`config.mk`:
```
export PLATFORM = sky130hd
export DESIGN_NAME = aux_req_framer
export DESIGN_NICKNAME = d
export VERILOG_FILES = /design/src/rtl/aux_fmt_pkg.sv /design/src/rtl/aux_hdr_build.sv /design/src/rtl/aux_reply_eval.sv /design/src/rtl/aux_req_framer.sv
export SDC_FILE = /design/constraint.sdc
export NUM_CORES = 1
export LEC_CHECK = 0
export ABC_AREA = 1
export BUFFER_PORTS_ARGS = -buffer_cell sky130_fd_sc_hd__buf_2
export CORE_MARGIN = 5
export CORE_UTILIZATION = 50
export CTS_CLUSTER_DIAMETER = 120
export DETAILED_ROUTE_END_ITERATION = 8
export PLACE_DENSITY = 0.71
export SETUP_SLACK_MARGIN = 0.1
export SYNTH_ARGS = -nofsm -noshare
export SYNTH_HDL_FRONTEND = slang
export SYNTH_HIERARCHICAL = 1
export SYNTH_SLANG_ARGS = --single-unit
```
`constraint.sdc`:
```
create_clock -name clk -period 4.1 [get_ports clk]
set_input_delay 0.41 -clock clk [delete_from_list [all_inputs] [get_ports clk]]
set_output_delay 0.41 -clock clk [all_outputs]
set_load 0.1 [all_outputs]
```
`src/rtl/aux_fmt_pkg.sv`:
```
package aux_fmt_pkg;

    localparam int HDR_BYTES = 4;

    typedef enum logic [2:0] {
        CPL_OK      = 3'd0,
        CPL_SIZE    = 3'd1,
        CPL_INVAL   = 3'd2,
        CPL_TIMEOUT = 3'd3,
        CPL_FLAGS   = 3'd4,
        CPL_LINK    = 3'd5
    } cpl_code_e;

    typedef enum logic [2:0] {
        ST_IDLE,
        ST_HDR,
        ST_PAY,
        ST_WAIT,
        ST_DATA,
        ST_DONE
    } fsm_e;

endpackage

```
`src/rtl/aux_hdr_build.sv`:
```
module aux_hdr_build #(
    parameter int MAX_PAY = 16,
    parameter int LEN_W   = 5
) (
    input  logic [19:0]      addr,
    input  logic [3:0]       cmd,
    input  logic [LEN_W-1:0] len,
    output logic [3:0][7:0]  hdr,
    output logic             is_wr,
    output logic             cmd_ok,
    output logic             len_ok
);
    logic [3:0] base;
    logic [3:0] lo_nib;
    logic [3:0] hi_nib;
    logic       zero_len;

    assign base     = cmd & 4'b1011;
    assign cmd_ok   = (base == 4'h0) || (base == 4'h1) || (base == 4'h8) || (base == 4'h9);
    assign is_wr    = ~cmd[0];
    assign len_ok   = (len <= LEN_W'(MAX_PAY));
    assign zero_len = (len == '0);

    always_comb begin
        lo_nib = zero_len ? 4'd0 : (len[3:0] - 4'd1);
        if (zero_len)   hi_nib = 4'd3;
        else if (is_wr) hi_nib = len[3:0] + 4'd4;
        else            hi_nib = 4'd4;
    end

    assign hdr[0] = addr[7:0];
    assign hdr[1] = addr[15:8];
    assign hdr[2] = {cmd, addr[19:16]};
    assign hdr[3] = {hi_nib, lo_nib};

endmodule

```
`src/rtl/aux_reply_eval.sv`:
```
module aux_reply_eval
    import aux_fmt_pkg::*;
#(
    parameter int LEN_W = 5
) (
    input  logic [7:0]       status,
    input  logic [LEN_W-1:0] rx_cnt,
    input  logic [LEN_W-1:0] req_len,
    input  logic             is_wr,
    output cpl_code_e        code,
    output logic [LEN_W-1:0] count,
    output logic [3:0]       reply
);
    always_comb begin
        unique case (status)
            8'd1:    code = CPL_TIMEOUT;
            8'd2:    code = CPL_FLAGS;
            8'd3:    code = CPL_LINK;
            default: code = CPL_OK;
        endcase
        if (code != CPL_OK) begin
            count = '0;
            reply = 4'd0;
        end else begin
            reply = status[7:4];
            if (is_wr)                count = req_len;
            else if (rx_cnt < req_len) count = rx_cnt;
            else                       count = req_len;
        end
    end

endmodule

```
`src/rtl/aux_req_framer.sv`:
```
module aux_req_framer
    import aux_fmt_pkg::*;
#(
    parameter int MAX_PAY = 16,
    parameter int LEN_W   = 5
) (
    input  logic             clk,
    input  logic             rst_n,
    input  logic             req_valid,
    output logic             req_ready,
    input  logic [19:0]      req_addr,
    input  logic [3:0]       req_cmd,
    input  logic [LEN_W-1:0] req_len,
    input  logic             pay_valid,
    output logic             pay_ready,
    input  logic [7:0]       pay_data,
    output logic             tx_valid,
    input  logic             tx_ready,
    output logic [7:0]       tx_data,
    output logic             tx_last,
    input  logic             rx_hdr_valid,
    input  logic [7:0]       rx_status,
    input  logic [LEN_W-1:0] rx_count,
    input  logic             rx_valid,
    input  logic [7:0]       rx_data,
    output logic             rd_valid,
    output logic [7:0]       rd_data,
    output logic             cpl_valid,
    input  logic             cpl_ready,
    output logic [2:0]       cpl_err,
    output logic [LEN_W-1:0] cpl_count,
    output logic [3:0]       cpl_reply
);
    localparam logic [LEN_W-1:0] LAST_HDR = LEN_W'(HDR_BYTES - 1);
    localparam logic [LEN_W-1:0] ONE      = LEN_W'(1);

    fsm_e             state, state_nx;
    logic [19:0]      r_addr;
    logic [3:0]       r_cmd;
    logic [LEN_W-1:0] r_len, r_rxcnt, r_count, cnt;
    logic             r_wr;
    cpl_code_e        r_code;
    logic [3:0]       r_reply;

    logic [19:0]      b_addr;
    logic [3:0]       b_cmd;
    logic [LEN_W-1:0] b_len;
    logic [3:0][7:0]  hdr;
    logic             b_wr, b_cmd_ok, b_len_ok;

    cpl_code_e        e_code;
    logic [LEN_W-1:0] e_count;
    logic [3:0]       e_reply;

    logic             has_pay;

    // builder sees the live request while idle, the latched one afterwards
    assign b_addr  = (state == ST_IDLE) ? req_addr : r_addr;
    assign b_cmd   = (state == ST_IDLE) ? req_cmd  : r_cmd;
    assign b_len   = (state == ST_IDLE) ? req_len  : r_len;
    assign has_pay = r_wr && (r_len != '0);

    aux_hdr_build #(.MAX_PAY(MAX_PAY), .LEN_W(LEN_W)) u_hdr (
        .addr   (b_addr),
        .cmd    (b_cmd),
        .len    (b_len),
        .hdr    (hdr),
        .is_wr  (b_wr),
        .cmd_ok (b_cmd_ok),
        .len_ok (b_len_ok)
    );

    aux_reply_eval #(.LEN_W(LEN_W)) u_eval (
        .status  (rx_status),
        .rx_cnt  (rx_count),
        .req_len (r_len),
        .is_wr   (r_wr),
        .code    (e_code),
        .count   (e_count),
        .reply   (e_reply)
    );

    // state register
    always_ff @(posedge clk or negedge rst_n) begin
        if (!rst_n) state <= ST_IDLE;
        else        state <= state_nx;
    end

    // next state
    always_comb begin
        state_nx = state;
        unique case (state)
            ST_IDLE: if (req_valid)
                         state_nx = (!b_len_ok || !b_cmd_ok) ? ST_DONE : ST_HDR;
            ST_HDR:  if (tx_ready && cnt == LAST_HDR)
                         state_nx = has_pay ? ST_PAY : ST_WAIT;
            ST_PAY:  if (pay_valid && tx_ready && cnt == r_len - ONE)
                         state_nx = ST_WAIT;
            ST_WAIT: if (rx_hdr_valid)
                         state_nx = (rx_count == '0) ? ST_DONE : ST_DATA;
            ST_DATA: if (rx_valid && cnt == r_rxcnt - ONE)
                         state_nx = ST_DONE;
            ST_DONE: if (cpl_ready)
                         state_nx = ST_IDLE;
            default: state_nx = ST_IDLE;
        endcase
    end

    // datapath registers
    always_ff @(posedge clk or negedge rst_n) begin
        if (!rst_n) begin
            r_addr  <= '0;
            r_cmd   <= '0;
            r_len   <= '0;
            r_wr    <= 1'b0;
            r_rxcnt <= '0;
            r_count <= '0;
            r_reply <= '0;
            r_code  <= CPL_OK;
            cnt     <= '0;
        end else begin
            unique case (state)
                ST_IDLE: if (req_valid) begin
                    r_addr  <= req_addr;
                    r_cmd   <= req_cmd;
                    r_len   <= req_len;
                    r_wr    <= b_wr;
                    cnt     <= '0;
                    r_count <= '0;
                    r_reply <= '0;
                    if (!b_len_ok)      r_code <= CPL_SIZE;
                    else if (!b_cmd_ok) r_code <= CPL_INVAL;
                    else                r_code <= CPL_OK;
                end
                ST_HDR:  if (tx_ready) cnt <= (cnt == LAST_HDR) ? '0 : cnt + ONE;
                ST_PAY:  if (pay_valid && tx_ready) cnt <= cnt + ONE;
                ST_WAIT: if (rx_hdr_valid) begin
                    r_code  <= e_code;
                    r_count <= e_count;
                    r_reply <= e_reply;
                    r_rxcnt <= rx_count;
                    cnt     <= '0;
                end
                ST_DATA: if (rx_valid) cnt <= cnt + ONE;
                default: ;
            endcase
        end
    end

    // outputs
    always_comb begin
        req_ready = 1'b0;
        pay_ready = 1'b0;
        tx_valid  = 1'b0;
        tx_last   = 1'b0;
        tx_data   = pay_data;
        rd_valid  = 1'b0;
        cpl_valid = 1'b0;
        unique case (state)
            ST_IDLE: req_ready = 1'b1;
            ST_HDR: begin
                tx_valid = 1'b1;
                tx_data  = hdr[cnt[1:0]];
                tx_last  = (cnt == LAST_HDR) && !has_pay;
            end
            ST_PAY: begin
                tx_valid  = pay_valid;
                pay_ready = tx_ready;
                tx_last   = (cnt == r_len - ONE);
            end
            ST_WAIT: ;
            ST_DATA: rd_valid = rx_valid && (r_code == CPL_OK) && !r_wr && (cnt < r_count);
            ST_DONE: cpl_valid = 1'b1;
            default: ;
        endcase
    end

    assign rd_data   = rx_data;
    assign cpl_err   = r_code;
    assign cpl_count = r_count;
    assign cpl_reply = r_reply;

endmodule

```
==> results of run 1 <==
-- layout by cell type (no fill, tap or decap), types with 2 or more instances in the layout --
cell / instances
ha_1: 13
nand3_1: 39
a31oi_1: 2
inv_2: 6
o21ai_1: 15
buf_2: 83
nand2_4: 7
nor3_1: 4
o21ai_0: 66
nand2_1: 173
clkinv_2: 3
dfrtp_1: 55
nand4_1: 10
o22ai_1: 2
nor2_2: 7
xor2_1: 4
o32ai_1: 8
inv_1: 86
nand3_2: 3
nor2_1: 57
nor4_1: 2
o21a_1: 2
nand2_2: 2
a21oi_1: 13
clkbuf_8: 5
-- metal layers --
layer / vias up / track usage [%] / wire length (um)
li1: 2087 / - / -
met1: 1863 / 24.7 / 4560
met2: 110 / 33.6 / 5030
met3: 14 / 3.79 / 651
met4: 0 / 5.90 / 138
met5: - / 0 / 0
-- worst max path at each step --
stage	cells after the start	slack (ns)	from	end
after global placement	13	0.91	state[1]	tx_data[2]
after global routing	13	0.11	state[1]	tx_data[3]
after detailed placement	13	0.82	state[1]	tx_data[2]
final	13	0.44	state[1]	tx_data[2]
after floorplan	7	0.39	cpl_count[1]	rd_valid
after CTS	13	0.44	state[1]	tx_data[2]
-- power by group through the flow --
stage                     registers (mW)  clock network [mW]  logic, mW
final                               1.01               0.310       2.69
after global routing                1.04               0.336       3.02
after CTS                           1.00               0.320       2.71
after detailed placement            1.01                   0       2.70
after global placement              1.00                   0       2.64
after floorplan                     1.23                   0       2.28
-- state kept, by name (all words and copies together), names as in the netlist --
register,cells
r_len,5
cnt,5
cpl_count,5
r_addr,20
r_rxcnt,5
cpl_reply,4
r_wr,1
r_cmd,4
state,3
cpl_err,3
-- cell families after synthesis --
family	count (synthesis)	synth area share (%)
simple gates	308	31.5
xor+xnor	5	1.00
compound gates	112	14.1
buf+inv	157	17.8
fa+ha+maj	13	3.72
mux	1	0.343
flops	55	31.5
-- layout make-up --
| type | instances | area share (%) |
|---|---|---|
| clock buffers | 6 | 1.58 |
| inverters | 95 | 7.86 |
| flip-flops and latches | 55 | 29.9 |
| well taps | 108 | 2.94 |
| clock inverters | 2 | 0.272 |
| repair buffers | 84 | 9.19 |
| multi-input cells | 439 | 48.2 |
-- per-stage QoR --
| stage | setup slack (ns) | total power [mW] | util, % | instances |
|---|---|---|---|---|
| floorplan | 0.387 | 3.51 | - | 651 |
| global placement | 0.907 | 3.65 | 52.3 | 781 |
| detailed placement | 0.820 | 3.71 | 52.3 | 781 |
| CTS | 0.440 | 4.03 | 53.3 | 789 |
| global route | 0.110 | 4.40 | 53.3 | 789 |
| finish | 0.436 | 4.01 | 53.3 | 789 |
-- worst max-delay path: stages (launching register included) --
cell      delay (ns)
dfrtp_1         0.49
nor2_4          0.20
nand2_4         0.30
o21ai_0         0.48
inv_1           0.12
ha_1            0.26
nand3b_4        0.11
inv_2           0.06
a21oi_1         0.11
nor2_1          0.06
o32ai_1         0.15
nand2_1         0.08
nand2_1         0.06
buf_2           0.42
==> metrics.txt, run 1 <==
status finished clean; Worst Clk Skew roughly 0.014 ns; WL per Instance around 13 um; CTS tree yes; Cell Int Power 1.61 mW; Layout Nets 759; Tmin final ~3.7 ns; Seq/Total Area, Yosys a little under a third; H-tree depth 2; Finish-stage setup viols 0; Clk Latency, worst-skew pair around 0.32 ns; Data required, critical path around 3.7 ns; IR drop worst, VDD around 850 uV; Yosys cell types 38; post-synth top area share approximately a third; initial antenna violation count 0; Placer Congestion roughly 0.95; Die Area 10700 um2; final hold viol count 0; first-pass GRT wire length 18000 um; DR iter-0 viols 153; number of global-route vias before repair between 3000 and 4000; Reg2Reg Setup Slack approximately 1.6 ns; setup tns final 0 ns; Ant. Diodes 0; P_sw 2.40 mW; PwrDens 872 nW/um2; largest net degree at the start of global routing 67; cell with the most instances after synthesis nand2_1; RSZ-0062 raised after global routing false; CP arrival approximately 3.3 ns; IO Count 100; clock power share 7.7%; logic gate share of total power between 60% and 70%; WL final slightly above 10000 um; Die Y 104 um; R2R cell count 10; Resized Gates After CTS 0; clock-pin slew on the worst setup and hold paths roughly 0.11 ns; die width a little over 100 um; vias roughly 4100; Fill cells 891; Post-Syn Area 4380 um2; hold bufs inserted after CTS 0; worst-path fanout max between 60 and 70; CP startpoint kind register; via density per instance between 5 and 6; buffers added on ports slightly above 80; ys async rst share 100%; area of the multi-input gates around 2200 um2; cell count after synthesis around 650; GR Util All Layers approximately a fifth; Critical Path End Type primary output; Post-synth EDFFs 0; Sw Ratio ~60%; f_max ~270 MHz; DPL Wire Length between 7000 and 8000 um; row cnt 34; Syn-to-layout area delta 5.12%; sequential share of power about 25%; critical path class reg2out; syn nets between 700 and 800; worst min path class in2async; total congestion overflow 0; Synth area leader dfrtp_1; post-route cell area 4600 um2; Mean Syn Cell Area just under 7 um2; Reg area 1380 um2; predominant post-synthesis flop cell dfrtp_1; Hold WS between 0.2 and 0.25 ns; TritonCTS buffer count 5; Yosys warning count 6; Synth area leaders dfrtp_1, nand2_1, o21ai_0, inv_1, buf_4; Max Cap Viol 0; core area between 8000 and 9000 um2; Critical R2R Launch state[1]; Placed Instance Area roughly 4500 um2; fin. max-slew vios 0; ANT nets after route 0; Initial Utilization roughly half; synth cell count leaders nand2_1, inv_1, o21ai_0; DRC 0; P_leak about 2.6 nW; proportion of layout cells with a drive suffix above 1 between 10% and 20%; CTS root buffer clkbuf_8; CTS sink count 55; Worst slew margin 48.8%; CTS Buffer Depth 2; worst-margin pin slew around 0.77 ns; Seq cells post-synth 55; Setup Buffers After CTS 0; worst r2r dst state[2]; drt pass-1 iters 5; fin crit share slightly below 90%
Power figures use the tool's default switching activity.
==> run 2: changes to the inputs <==
--- a/config.mk
+++ b/config.mk
@@ -8,10 +8,10 @@
 export ABC_AREA = 1
 export BUFFER_PORTS_ARGS = -buffer_cell sky130_fd_sc_hd__buf_2
 export CORE_MARGIN = 5
-export CORE_UTILIZATION = 50
+export CORE_UTILIZATION = 30
 export CTS_CLUSTER_DIAMETER = 120
 export DETAILED_ROUTE_END_ITERATION = 8
-export PLACE_DENSITY = 0.71
+export PLACE_DENSITY = 0.45
 export SETUP_SLACK_MARGIN = 0.1
 export SYNTH_ARGS = -nofsm -noshare
 export SYNTH_HDL_FRONTEND = slang
==> run 2 against run 1 <==
Critical path depth unchanged. Sequential power about the same. Non-clock buffer count rose by 2. Global-route usage shrank 4.9 points. Clock skew shrank 0.0082 ns. Core utilization down 20 points. Hold slack better by 0.035 ns. Final area increased by 4.0%. Final cell count rose by 9.9%. Clock-buffer cell count increased by 1. Setup slack gained 0.27 ns. Die area up 59%. Critical endpoint unchanged.
==> metrics.txt, run 2 (same netlist as run 1, synthesis figures left out) <==
Max Cap Viol 0; core area between 10000 and 15000 um2; critical path class reg2out; slowest CP cell dfrtp_1; R2R cell count 8; CTS sink count 55; Data required, critical path ~3.7 ns; GR Util All Layers approximately 15%; total congestion overflow 0; first-pass GRT wire length about 20000 um; Place WS 1.02 ns; H-tree depth 2; Clk Latency, worst-skew pair 0.31 ns; DRC 0; Fill cells ~1700; CTS tree yes; status finished clean; Tmin final approximately 3.4 ns; Worst slew margin between 40% and 50%; IR drop worst, VDD approximately 490 uV; post-route core utilization roughly a third; row cnt 44; Ant. Diodes 0; worst-path fanout max 22; largest net degree at the start of global routing 67; buffers added on ports 83; fin crit share between 80% and 90%; commonest cells after routing, fill and taps aside nand2_1, inv_1, buf_2; max FFs per register 20; Resized Gates After CTS 0; initial antenna violation count 0; TritonCTS buffer count 5; f_max 294 MHz; RSZ-0062 raised after global routing false; crit-path max cell delay about 0.48 ns; WL per Instance around 14 um; PwrDens a little under 900 nW/um2; Setup Buffers After CTS 0; worst-margin pin slew 0.808 ns; Initial Utilization 30.3%; Tot Pwr 4.23 mW; CP most frequent cell nand2_1; DPL Wire Length 8960 um; Syn-to-layout area delta 9.35%; fin. max-slew vios 0; WL final around 12000 um; CTS root buffer clkbuf_16; setup tns final 0 ns; final worst slack 0.702 ns; CP arrival 2.99 ns; number of global-route vias before repair 3988; Critical R2R Launch state[1]; via density per instance 4.64; Worst Clk Skew 0.00585 ns; Layout Nets between 700 and 800; most common cell after layout, fill and taps aside nand2_1; CP startpoint kind register; worst r2r dst cpl_count[2]; Biggest register r_addr; DR iter-0 viols about 180; die width 131 um; P_leak 2.60 nW; Finish-stage setup viols 0; proportion of layout cells with a drive suffix above 1 between 10% and 20%; final hold viol count 0; vias 4027; Reg2Reg Setup Slack between 1.5 and 2 ns; hold bufs inserted after CTS 0; Critical Path End Type primary output; Placer Congestion around 0.86; clock-pin slew on the worst setup and hold paths around 0.07 ns; worst min path class in2async; drt pass-1 iters 5; CP Cell Sequence nor2_4 -> nand2_4 -> o21ai_0 -> inv_1 -> ha_1 -> nand3b_4 -> inv_2 -> a21oi_1 -> nor2_1 -> o32ai_1 -> nand2_1 -> nand2_1 -> buf_2; IO Count 100; Die Y between 100 and 150 um; Die Area about 17000 um2; ANT nets after route 0; CTS Buffer Depth 2
[run 2: critical path: cells and delay by family, from the launching register on]
kind            cells  cell delay (ns)
flops               1             0.48
buf+inv             3             0.60
fa+ha+maj           1             0.26
compound gates      3             0.67
simple gates        6             0.66
[run 2: worst max path at each step]
stage | start | endpoint | slack [ns] | depth (start not counted)
after floorplan | cpl_count[1] | rd_valid | 0.39 | 7
after global placement | state[1] | tx_data[2] | 1.09 | 13
after detailed placement | state[1] | tx_data[2] | 1.02 | 13
after CTS | state[1] | tx_data[2] | 0.67 | 13
after global routing | state[1] | tx_data[2] | 0.38 | 13
final | state[1] | tx_data[2] | 0.70 | 13
[run 2: power breakdown]
group	total [mW]	switching, mW	internal, mW
Clock	0.476	0.215	0.261
Sequential	0.984	0.215	0.769
Combinational	2.77	2.03	0.736
Total	4.23	2.46	1.77
[run 2: final cells by class]
class                           count  area (um2)  share of cell area (%)
Clock buffer                        7         153                    3.19
Clock inverter                      1        7.51                   0.157
Inverter                           95         362                    7.56
Multi-Input combinational cell    439        2220                    46.4
Sequential cell                    55        1380                    28.8
Tap cell                          184         230                    4.81
Timing Repair Buffer               86         438                    9.15
[run 2: stage by stage]
step	hold slack [ns]	area (um2)	instances
floorplan	0.114	4380	651
global placement	0.467	4620	859
detailed placement	0.474	4620	859
CTS	0.291	4780	867
global route	0.334	4780	867
finish	0.250	4780	867
[run 2: layer usage]
layer / GRT usage [%] / up-vias / wire, um
met5: 0 / - / 0
li1: - / 2097 / -
met3: 3.01 / 17 / 682
met2: 24.2 / 102 / 5440
met4: 4.96 / 0 / 244
met1: 19.2 / 1811 / 5570
